**src/rtl/pss_pkg.sv**
```systemverilog
package pss_pkg;
  typedef enum logic [1:0] {
    SRC_DIRECT  = 2'd0,
    SRC_VGA     = 2'd1,
    SRC_OVERLAY = 2'd2,
    SRC_NONE    = 2'd3
  } pixSrc_e;

  // strobes from control to datapath, one set per pixel
  typedef struct packed {
    logic active;
    logic pickPal;
    logic pickVga;
    logic ovlMissing;
  } selStrobe_t;

  localparam int STROBE_W = $bits(selStrobe_t);

  localparam logic [2:0] ADDR_CTL  = 3'd0;
  localparam logic [2:0] ADDR_MODE = 3'd1;
  localparam logic [2:0] ADDR_XS   = 3'd2;
  localparam logic [2:0] ADDR_XE   = 3'd3;
  localparam logic [2:0] ADDR_YS   = 3'd4;
  localparam logic [2:0] ADDR_YE   = 3'd5;
endpackage

```
**src/rtl/pss_ctrl.sv**
```systemverilog
module pss_ctrl
  import pss_pkg::*;
#(
  parameter int COORD_W = 12
) (
  input  logic               clk,
  input  logic               rstN,
  input  logic               hBlank,
  input  logic               vBlank,
  input  logic               portSel,
  input  logic               keyMatch,
  input  logic               cfgWe,
  input  logic [2:0]         cfgAddr,
  input  logic [COORD_W-1:0] cfgData,
  output selStrobe_t         stb
);
  localparam logic [2:0] CTL_RESET = 3'b001;

  // staging registers
  logic [2:0]         stCtl;
  logic               stVgaEn, stOvlCap;
  logic [1:0]         stRatio;
  logic [COORD_W-1:0] stXs, stXe, stYs, stYe;
  // working registers
  logic [2:0]         actCtl;
  logic               actVgaEn, actOvlCap;
  logic [1:0]         actRatio;
  logic [COORD_W-1:0] actXs, actXe, actYs, actYe;

  logic [COORD_W-1:0] xCnt, yCnt;
  logic               prevH;
  logic               blank, active, inWin, winSw, palSel, vgaOk;

  assign blank  = hBlank | vBlank;
  assign active = ~blank;

  always_ff @(posedge clk) begin
    if (!rstN) begin
      stCtl <= CTL_RESET; stVgaEn <= 1'b1; stRatio <= '0; stOvlCap <= 1'b0;
      stXs <= '0; stXe <= '0; stYs <= '0; stYe <= '0;
    end else if (cfgWe) begin
      unique case (cfgAddr)
        ADDR_CTL:  stCtl <= cfgData[2:0];
        ADDR_MODE: begin
          stVgaEn  <= cfgData[0];
          stRatio  <= cfgData[2:1];
          stOvlCap <= cfgData[3];
        end
        ADDR_XS: stXs <= cfgData;
        ADDR_XE: stXe <= cfgData;
        ADDR_YS: stYs <= cfgData;
        ADDR_YE: stYe <= cfgData;
        default: ;
      endcase
    end
  end

  always_ff @(posedge clk) begin
    if (!rstN) begin
      actCtl <= CTL_RESET; actVgaEn <= 1'b1; actRatio <= '0; actOvlCap <= 1'b0;
      actXs <= '0; actXe <= '0; actYs <= '0; actYe <= '0;
    end else if (blank) begin
      actCtl <= stCtl; actVgaEn <= stVgaEn; actRatio <= stRatio; actOvlCap <= stOvlCap;
      actXs <= stXs; actXe <= stXe; actYs <= stYs; actYe <= stYe;
    end
  end

  always_ff @(posedge clk) begin
    if (!rstN) begin
      xCnt <= '0; yCnt <= '0; prevH <= 1'b1;
    end else begin
      prevH <= hBlank;
      if (hBlank)      xCnt <= '0;
      else if (active) xCnt <= xCnt + 1'b1;
      if (vBlank)                yCnt <= '0;
      else if (hBlank && !prevH) yCnt <= yCnt + 1'b1;
    end
  end

  assign inWin  = active && (xCnt >= actXs) && (xCnt <= actXe)
                         && (yCnt >= actYs) && (yCnt <= actYe);
  assign winSw  = ((portSel & actCtl[2]) | (inWin & actCtl[1])) ^ actCtl[0];
  assign palSel = winSw | keyMatch;
  assign vgaOk  = actVgaEn && (actRatio == 2'd0);

  always_comb begin
    stb.active     = active;
    stb.pickPal    = palSel;
    stb.pickVga    = palSel & vgaOk;
    stb.ovlMissing = palSel & ~vgaOk & ~actOvlCap;
  end

  // working set only changes after a blanking cycle
  a_r8_cfg_hold: assert property (@(posedge clk) disable iff (!rstN)
    !$past(blank) |-> $stable({actCtl, actVgaEn, actRatio, actOvlCap, actXs, actXe, actYs, actYe}));
  // column restarts after horizontal blanking
  a_r7_x_restart: assert property (@(posedge clk) disable iff (!rstN)
    $past(hBlank) |-> (xCnt == '0));
  // row restarts after vertical blanking
  a_r7_y_restart: assert property (@(posedge clk) disable iff (!rstN)
    $past(vBlank) |-> (yCnt == '0));
  // VGA and missing-overlay exclude each other and imply palette
  a_r5_pal_implied: assert property (@(posedge clk) disable iff (!rstN)
    (stb.pickVga || stb.ovlMissing) |-> (stb.pickPal && $onehot0({stb.pickVga, stb.ovlMissing})));
endmodule

```
**src/rtl/pss_datapath.sv**
```systemverilog
module pss_datapath
  import pss_pkg::*;
#(
  parameter int PIX_W = 24,
  parameter int DEPTH = 2
) (
  input  logic             clk,
  input  logic             rstN,
  input  selStrobe_t       stb,
  input  logic [PIX_W-1:0] directPix,
  input  logic [PIX_W-1:0] vgaPix,
  input  logic [PIX_W-1:0] ovlPix,
  output logic [PIX_W-1:0] outPix,
  output pixSrc_e          outSrc,
  output logic             errFlag
);
  localparam int BUND_W = STROBE_W + 3 * PIX_W;

  logic [BUND_W-1:0] bundIn, bundTail;
  selStrobe_t        tStb;
  logic [PIX_W-1:0]  tDir, tVga, tOvl;

  assign bundIn = {stb, directPix, vgaPix, ovlPix};

  generate
    if (DEPTH > 1) begin : g_delay
      logic [BUND_W-1:0] dly [DEPTH-1];
      always_ff @(posedge clk) begin
        if (!rstN) begin
          for (int s = 0; s < DEPTH - 1; s++) dly[s] <= '0;
        end else begin
          dly[0] <= bundIn;
          for (int s = 1; s < DEPTH - 1; s++) dly[s] <= dly[s-1];
        end
      end
      assign bundTail = dly[DEPTH-2];
    end else begin : g_direct
      assign bundTail = bundIn;
    end
  endgenerate

  assign {tStb, tDir, tVga, tOvl} = bundTail;

  always_ff @(posedge clk) begin
    if (!rstN) begin
      outPix <= '0; outSrc <= SRC_NONE; errFlag <= 1'b0;
    end else if (!tStb.active) begin
      outPix <= '0; outSrc <= SRC_NONE; errFlag <= 1'b0;
    end else if (tStb.ovlMissing) begin
      outPix <= '0; outSrc <= SRC_NONE; errFlag <= 1'b1;
    end else if (tStb.pickVga) begin
      outPix <= tVga; outSrc <= SRC_VGA; errFlag <= 1'b0;
    end else if (tStb.pickPal) begin
      outPix <= tOvl; outSrc <= SRC_OVERLAY; errFlag <= 1'b0;
    end else begin
      outPix <= tDir; outSrc <= SRC_DIRECT; errFlag <= 1'b0;
    end
  end

  // an error always carries a zero pixel and no source
  a_r6_err_zero: assert property (@(posedge clk) disable iff (!rstN)
    errFlag |-> (outPix == '0 && outSrc == SRC_NONE));
  // no source means a zero pixel
  a_r10_none_zero: assert property (@(posedge clk) disable iff (!rstN)
    (outSrc == SRC_NONE) |-> (outPix == '0));
endmodule

```
**src/rtl/pix_src_switch.sv**
```systemverilog
module pix_src_switch
  import pss_pkg::*;
#(
  parameter int PIX_W   = 24,
  parameter int COORD_W = 12,
  parameter int DEPTH   = 2
) (
  input  logic               clk,
  input  logic               rstN,
  input  logic               hBlank,
  input  logic               vBlank,
  input  logic               portSel,
  input  logic               keyMatch,
  input  logic [PIX_W-1:0]   directPix,
  input  logic [PIX_W-1:0]   vgaPix,
  input  logic [PIX_W-1:0]   ovlPix,
  input  logic               cfgWe,
  input  logic [2:0]         cfgAddr,
  input  logic [COORD_W-1:0] cfgData,
  output logic [PIX_W-1:0]   outPix,
  output logic [1:0]         outSrc,
  output logic               errFlag
);
  selStrobe_t stb;
  pixSrc_e    srcTag;

  pss_ctrl #(.COORD_W(COORD_W)) u_ctrl (
    .clk(clk), .rstN(rstN), .hBlank(hBlank), .vBlank(vBlank),
    .portSel(portSel), .keyMatch(keyMatch),
    .cfgWe(cfgWe), .cfgAddr(cfgAddr), .cfgData(cfgData), .stb(stb)
  );

  pss_datapath #(.PIX_W(PIX_W), .DEPTH(DEPTH)) u_dp (
    .clk(clk), .rstN(rstN), .stb(stb),
    .directPix(directPix), .vgaPix(vgaPix), .ovlPix(ovlPix),
    .outPix(outPix), .outSrc(srcTag), .errFlag(errFlag)
  );

  assign outSrc = srcTag;
endmodule

```
**config.mk**
```make
export PLATFORM = sky130hd
export DESIGN_NAME = pix_src_switch
export DESIGN_NICKNAME = d
export VERILOG_FILES = /design/src/rtl/pss_pkg.sv /design/src/rtl/pss_ctrl.sv /design/src/rtl/pss_datapath.sv /design/src/rtl/pix_src_switch.sv
export SDC_FILE = /design/constraint.sdc
export NUM_CORES = 1
export LEC_CHECK = 0
export ABC_AREA = 0
export BUFFER_PORTS_ARGS = -buffer_cell sky130_fd_sc_hd__buf_2
export CORE_ASPECT_RATIO = 2
export CORE_MARGIN = 4
export CORE_UTILIZATION = 52
export CTS_CLUSTER_DIAMETER = 50
export DETAILED_ROUTE_END_ITERATION = 10
export PLACE_DENSITY = 0.79
export SLEW_MARGIN = 30
export SYNTH_ARGS = -nofsm -noshare
export SYNTH_HDL_FRONTEND = slang
export SYNTH_SLANG_ARGS = --single-unit
```
**constraint.sdc**
```tcl
create_clock -name clk -period 4.9 [get_ports clk]
set_input_delay 0.245 -clock clk [delete_from_list [all_inputs] [get_ports clk]]
set_output_delay 0.245 -clock clk [all_outputs]
set_load 0.03 [all_outputs]
```
* Yosys cells after proc, flatten, opt, wreduce, memory -nomap -nowiden
Memory sizes are Yosys's and may differ from the RTL's.
Index checks and enable logic that the tools add are counted.
** Operators by class
- Bitwise gates (word level) :: 14
- $add $sub $neg :: 2
- Reduce and logical (&&, ||, !) cells :: 21
- Magnitude comparators :: 4
- Shifts and indexed selects :: 0
- Multiplexer cells :: 9
- Equality and inequality tests :: 5
- Div/mod/pow operators :: 0
- $mul :: 0
** Operator list (number)
- 76-bit two-way mux :: 1
- 76-bit OR reduction :: 1
- 24-bit two-way mux :: 2
- 12-bit by 1-bit adder with 12-bit output (second input constant) :: 2
- 12-bit greater-or-equal comparator :: 2
- 12-bit <= comparator :: 2
- 2-bit AND reduction :: 7
- 3-bit by 2-bit == test with 1-bit output (second input constant) :: 2
- 3-bit == test (second input constant) :: 2
- 1-bit logical AND :: 6
- 1-bit AND :: 5
- 1-bit NOT :: 5
- 1-bit two-way mux :: 4
- 2-bit two-way mux :: 2
- 2-bit OR reduction :: 2
- 4-bit OR reduction :: 1
- 3-bit by 1-bit == test with 1-bit output (second input constant) :: 1
- 3-bit logical NOT :: 1
- 1-bit bitwise OR :: 3
- 3-bit OR reduction :: 1
- 2-bit logical NOT :: 1
- 1-bit logical NOT :: 1
- 1-bit XOR :: 1
** Storage, ports and cells
- Bits in writable memories :: 76
- Memories kept :: 1
- Word-level logic and storage cells :: 79
- ROM bits :: 0
- Bits in latches :: 0
- Flip-flop bits (word level) :: 162
** Memories
- u_dp.g_delay.dly :: depth 1, bits a word 76, read ports 1, clocked after memory_dff 0, wr ports 1, RTL line pss_datapath.sv:27 : logic [BUND_W-1:0] dly [DEPTH-1];

* Longest topological paths before layout
- Depth after elaboration :: 13
- Gate-level depth with buffers :: 8
- Mapped depth without buffers :: 8

* Modules after synthesis
Synthesis repeated with hierarchy kept, for this count alone.
** Second synthesis, totals
- Cell total of the unflattened synthesis :: 1047
- Area total of the unflattened synthesis :: 9746.8 um2
** Modules (own cells, without submodules)
- pss_ctrl :: seq. area each 2702.6 um2, area each 6369.9 um2, cells each 774, times used 1
- pss_datapath :: seq. area each 2062.0 um2, area each 3377.0 um2, cells each 273, times used 1

* Worst setup path before layout
No wires, ideal clock.
- Kind :: reg2reg
- From :: register u_ctrl.yCnt[0]
- To :: memory u_dp.g_delay.dly[0][72] in the netlist's numbering
- Data required time :: 4.773 ns
- Clock period less this slack :: 2.120 ns
- Arrival time :: 1.993 ns
- Cell stages (with the launch flop) :: 9
- Path slack :: 2.780 ns
- Cell sequence :: dfxtp_1 inv_1 ha_1 nand2b_4 a2111oi_4 nor4_1 or4b_1 and4bb_4 mux2i_1
** Between the ends
- Longest elaborated chain between the ends :: 10
- Elaborated cells on any way between the ends :: 11
- Classes of those cells :: 2 x order compare; 1 x mux; 6 x bitwise; 2 x reduce/logical
** Ends and longest elaborated chain
- start, declared :: RTL line pss_ctrl.sv:30 : logic [COORD_W-1:0] xCnt, yCnt;
- start signal, assigned :: RTL line pss_ctrl.sv:76 : else if (hBlank && !prevH) yCnt <= yCnt + 1'b1;
- 12-bit greater-or-equal comparator :: RTL line pss_ctrl.sv:81 : && (yCnt >= actYs) && (yCnt <= actYe);
- 1-bit logical AND :: RTL line pss_ctrl.sv:81
- 1-bit logical AND * :: RTL line pss_ctrl.sv:81
- 1-bit AND * :: RTL line pss_ctrl.sv:82 : assign winSw = ((portSel & actCtl[2]) | (inWin & actCtl[1])) ^ actCtl[0];
- 1-bit bitwise OR * :: RTL line pss_ctrl.sv:82
- 1-bit XOR * :: RTL line pss_ctrl.sv:82
- 1-bit bitwise OR * :: RTL line pss_ctrl.sv:83 : assign palSel = winSw | keyMatch;
- 1-bit AND * (2 in a row) :: RTL line pss_ctrl.sv:90 : stb.ovlMissing = palSel & ~vgaOk & ~actOvlCap;
- 76-bit two-way mux (no line) *
- end, declared :: RTL line pss_datapath.sv:27
Mark *: on every way between the ends. The rest lies on a longest branch, timed or not.

* Final worst setup path
Same ends and word-level chain as after synthesis.

==> results by group <==
Yosys
  – Yosys top cell area share: 49.71%
  – Post-synth top area cell: dfxtp_1
  – Fraction of registers with async set/reset: 0%
  – Largest cells by area after synthesis: dfxtp_1, nand2_1, a21boi_0, ha_1, and2_1
  – Post-Syn Nets: 1219
  – EDFF count, synth: 0
  – Mapped cell area: 0.009584 sq mm
  – Synthesis warning total: 0
  – Proportion of synthesized chip area in sequential cells: 49.71%
  – Synth cell count leaders: dfxtp_1, nand2_1, a21boi_0
  – Library cells used by synthesis: 40
  – Synthesized area per cell: 8.916 sq um
  – Top-count cell post-synth: dfxtp_1
  – Flip-flop and latch count after synthesis: 238
  – Ys flop type: dfxtp_1
  – Cells after Synth: 1075

Route
  – DR pass1 iterations: 5
  – WL/cell: 15.61 microns
  – 1st-iter DRT viols: 253
  – Via density: 5.188
  – Final ANT Viol Nets: 0
  – DR vias: 7626
  – DR DRC count: 0
  – Routed wire length: 22940 microns

Worst setup path
  – Slowest stage cell, crit path: or4b_1
  – WP buf/inv: 1
  – Reg2reg setup slack: 2.61 ns
  – Startpoint class of the critical path: flip-flop
  – RR Endpoint: u_dp.g_delay.dly[0][72]
  – Worst path cell trace: inv_1, ha_1, nand2b_4, a2111oi_4, nor4_1, or4b_1, and4bb_4, mux2i_1
  – Reg2reg start: u_ctrl.yCnt[0]
  – Worst EP arrival: 2.66 ns
  – Family with the most delay on the worst path: simple AND/OR/NAND/NOR gates
  – CP Max Fanout: 3
  – CP Capture Type: flip-flop
  – Reg2Reg Depth: 8
  – Max stage delay on crit path: 0.48 ns
  – Critical path class: flip-flop to flip-flop
  – Worst path required time: 5.27 ns

Final layout
  – Share of cells above drive strength 1: 12.92%
  – Synthesis-to-layout area growth: 21.80%
  – Final #Nets: 1385
  – FF+latch area: 0.004765 sq mm
  – Fill cell count: 1480
  – Area of the multi-input gates: 0.004452 sq mm
  – Antenna cells: 0

Power and ir drop
  – Comb power frac: 7.8%
  – Switch share: 22.33%
  – Clock power share: 40.4%
  – Internal Pwr Total: 3015 uW
  – Sequential power share: 51.7%
  – Reported leakage power: 0.004739 uW
  – Worst IR Drop VDD: 0.0001955 V
  – Power consumption: 3881 uW
  – P_sw: 866.5 uW
  – Pwr Density: 332.5 mW/mm^2

Timing
  – Slew Viols, Final: 0
  – RSZ-0062 raised after global routing: false
  – Slew margin rel.: 39.13%
  – Final min period: 2.294 ns
  – Clock Skews: 0.006134 ns
  – Setup TNS: 0 ns
  – Max frequency: 436.0 MHz
  – Worst slew pin tran: 0.9060 ns
  – Fin crit share: 46.81%
  – Hold Fails Final Rpt: 0
  – # setup viols final: 0
  – Hold_ws: 0.03158 ns

Die
  – Core area: 0.01822 sq mm
  – Die Span Y: 200.0 microns
  – Std-Cell Rows: 70
  – Ports: 121
  – Die width: 104.0 microns
  – Initial Util: 52.61%
  – Die area: 0.02080 sq mm

Clock network
  – Clock Latency Late Sink: 0.49 ns
  – Clock Pin Slew Worst Setup and Hold Paths: 0.07 ns
  – Root buf cell: clkbuf_16
  – CTS sink count: 238
  – TritonCTS clock tree: built
  – # Post-CTS Setup Buffers: 0
  – H-tree depth: 1
  – Clock Tree Buf Depth: 3
  – Clock buffer count from CTS: 20

Global routing
  – Antenna violations before repair: 0
  – First-pass GRT wire length: 38330 microns
  – Vias in the first global route: 7675
  – Total Routing Usage GR: 22.28%
  – Pin count of the biggest net entering global routing: 115
  – Gr ovfl total: 0

Worst hold path
  – Hold Crit Depth: 2
  – Hold path endpoint: u_dp.g_delay.dly[0][75]
  – Min-Delay Startpoint: vBlank
  – HP Class: input port to flip-flop

Job
  – Max Cap Violations: 0

Placed design
  – GP Congestion: 0.8066
  – HPWL after detailed placement: 14780 microns
  – Buffers on Ports: 120

Status
  – Outcome: completed
-- power by group through the flow --
stage	logic [uW]	clock network [uW]	registers, uW
final	305	1570	2010
after global routing	337	1680	2010
after CTS	301	1610	2010
after detailed placement	254	0	2050
after global placement	248	0	2050
after floorplan	157	0	2050
-- state kept, by name, summed over array words and instances, names as in the netlist, 2 cells and up --
signal / count
u_ctrl.actCtl: 3
u_ctrl.actRatio: 2
u_ctrl.actXe: 12
u_ctrl.actXs: 12
u_ctrl.actYe: 12
u_ctrl.actYs: 12
u_ctrl.stCtl: 3
u_ctrl.stRatio: 2
u_ctrl.stXe: 12
u_ctrl.stXs: 12
u_ctrl.stYe: 12
u_ctrl.stYs: 12
u_ctrl.xCnt: 12
u_ctrl.yCnt: 12
u_dp.g_delay.dly: 76
u_dp.outPix: 24
u_dp.outSrc: 2
-- worst max path at each step --
stage,from,endpoint,slack (ns),cells past startpoint
after floorplan,u_ctrl.yCnt[0],u_dp.g_delay.dly[0][72],2.78,8
after CTS,u_ctrl.yCnt[0],u_dp.g_delay.dly[0][72],2.61,8
after global routing,u_ctrl.yCnt[0],u_dp.g_delay.dly[0][73],2.51,8
final,u_ctrl.yCnt[0],u_dp.g_delay.dly[0][72],2.61,8
after global placement,rstN,u_ctrl.prevH,2.54,3
after detailed placement,rstN,u_ctrl.xCnt[6],2.51,4
-- layer usage --
layer	part of all wire (%)	wire, microns	GRT usage, %	vias up
li1	-	-	-	3822
met1	40	9173	25.06	3567
met2	52	11870	42.17	183
met3	3.9	905	2.832	54
met4	4.3	991	9.517	0
met5	0	0	0	-
-- timing repair --
item	in CTS	in global routing
endpoints found under the setup margin	0	0
hold endpoints to repair	72	0
resized for setup	0	0
hold buffers	72	0
-- layout make-up --
cell class	instances	area share [%]
flip-flops and latches	238	40.81
well taps	216	2.315
clock inverters	7	0.5466
inverters	47	1.511
multi-input cells	737	38.14
repair buffers	197	11.69
clock buffers	28	4.984
-- layout by cell type, fill, tap and decap left out, types with 2 or more instances in the layout --
| cell | n |
|---|---|
| nor2_1 | 86 |
| o211ai_1 | 3 |
| nand4_1 | 10 |
| nand2b_1 | 11 |
| a211o_1 | 2 |
| and3_1 | 7 |
| o21ai_0 | 5 |
| xor2_1 | 19 |
| clkbuf_16 | 21 |
| nand3_1 | 17 |
| clkinv_2 | 5 |
| buf_2 | 119 |
| nand2_1 | 231 |
| dlygate4sd3_1 | 72 |
| a211oi_1 | 2 |
| a21boi_0 | 101 |
| a21oi_1 | 40 |
| clkbuf_1 | 4 |
| mux2i_1 | 36 |
| inv_1 | 47 |
| nor2b_1 | 10 |
| a21o_1 | 7 |
| and2_1 | 72 |
| ha_1 | 50 |
| dfxtp_1 | 238 |
| nor3_1 | 7 |
| buf_4 | 5 |
| xnor2_1 | 3 |
| clkbuf_8 | 3 |
| o31ai_1 | 3 |
-- stage by stage --
step | instance area (sq um) | setup slack, ns | util (%) | instances
global placement | 10290 | 2.541 | 56.50 | 1362
CTS | 11670 | 2.608 | 64.08 | 1470
floorplan | 9584 | 2.780 | - | 1075
finish | 11670 | 2.606 | 64.08 | 1470
global route | 11670 | 2.510 | 64.08 | 1470
detailed placement | 10310 | 2.511 | 56.58 | 1363
-- cells by family after synthesis --
group,after synthesis,share of synthesized area (%)
xor gates and xnor gates,22,2.010
buffers and inverters,100,3.943
muxes,36,3.760
DFF,238,49.71
and+or+nand+nor,461,21.79
adders and majority gates,50,6.527
AOI/OAI and AO/OA,168,12.26
Note: power is estimated with default switching activity, not from simulation.
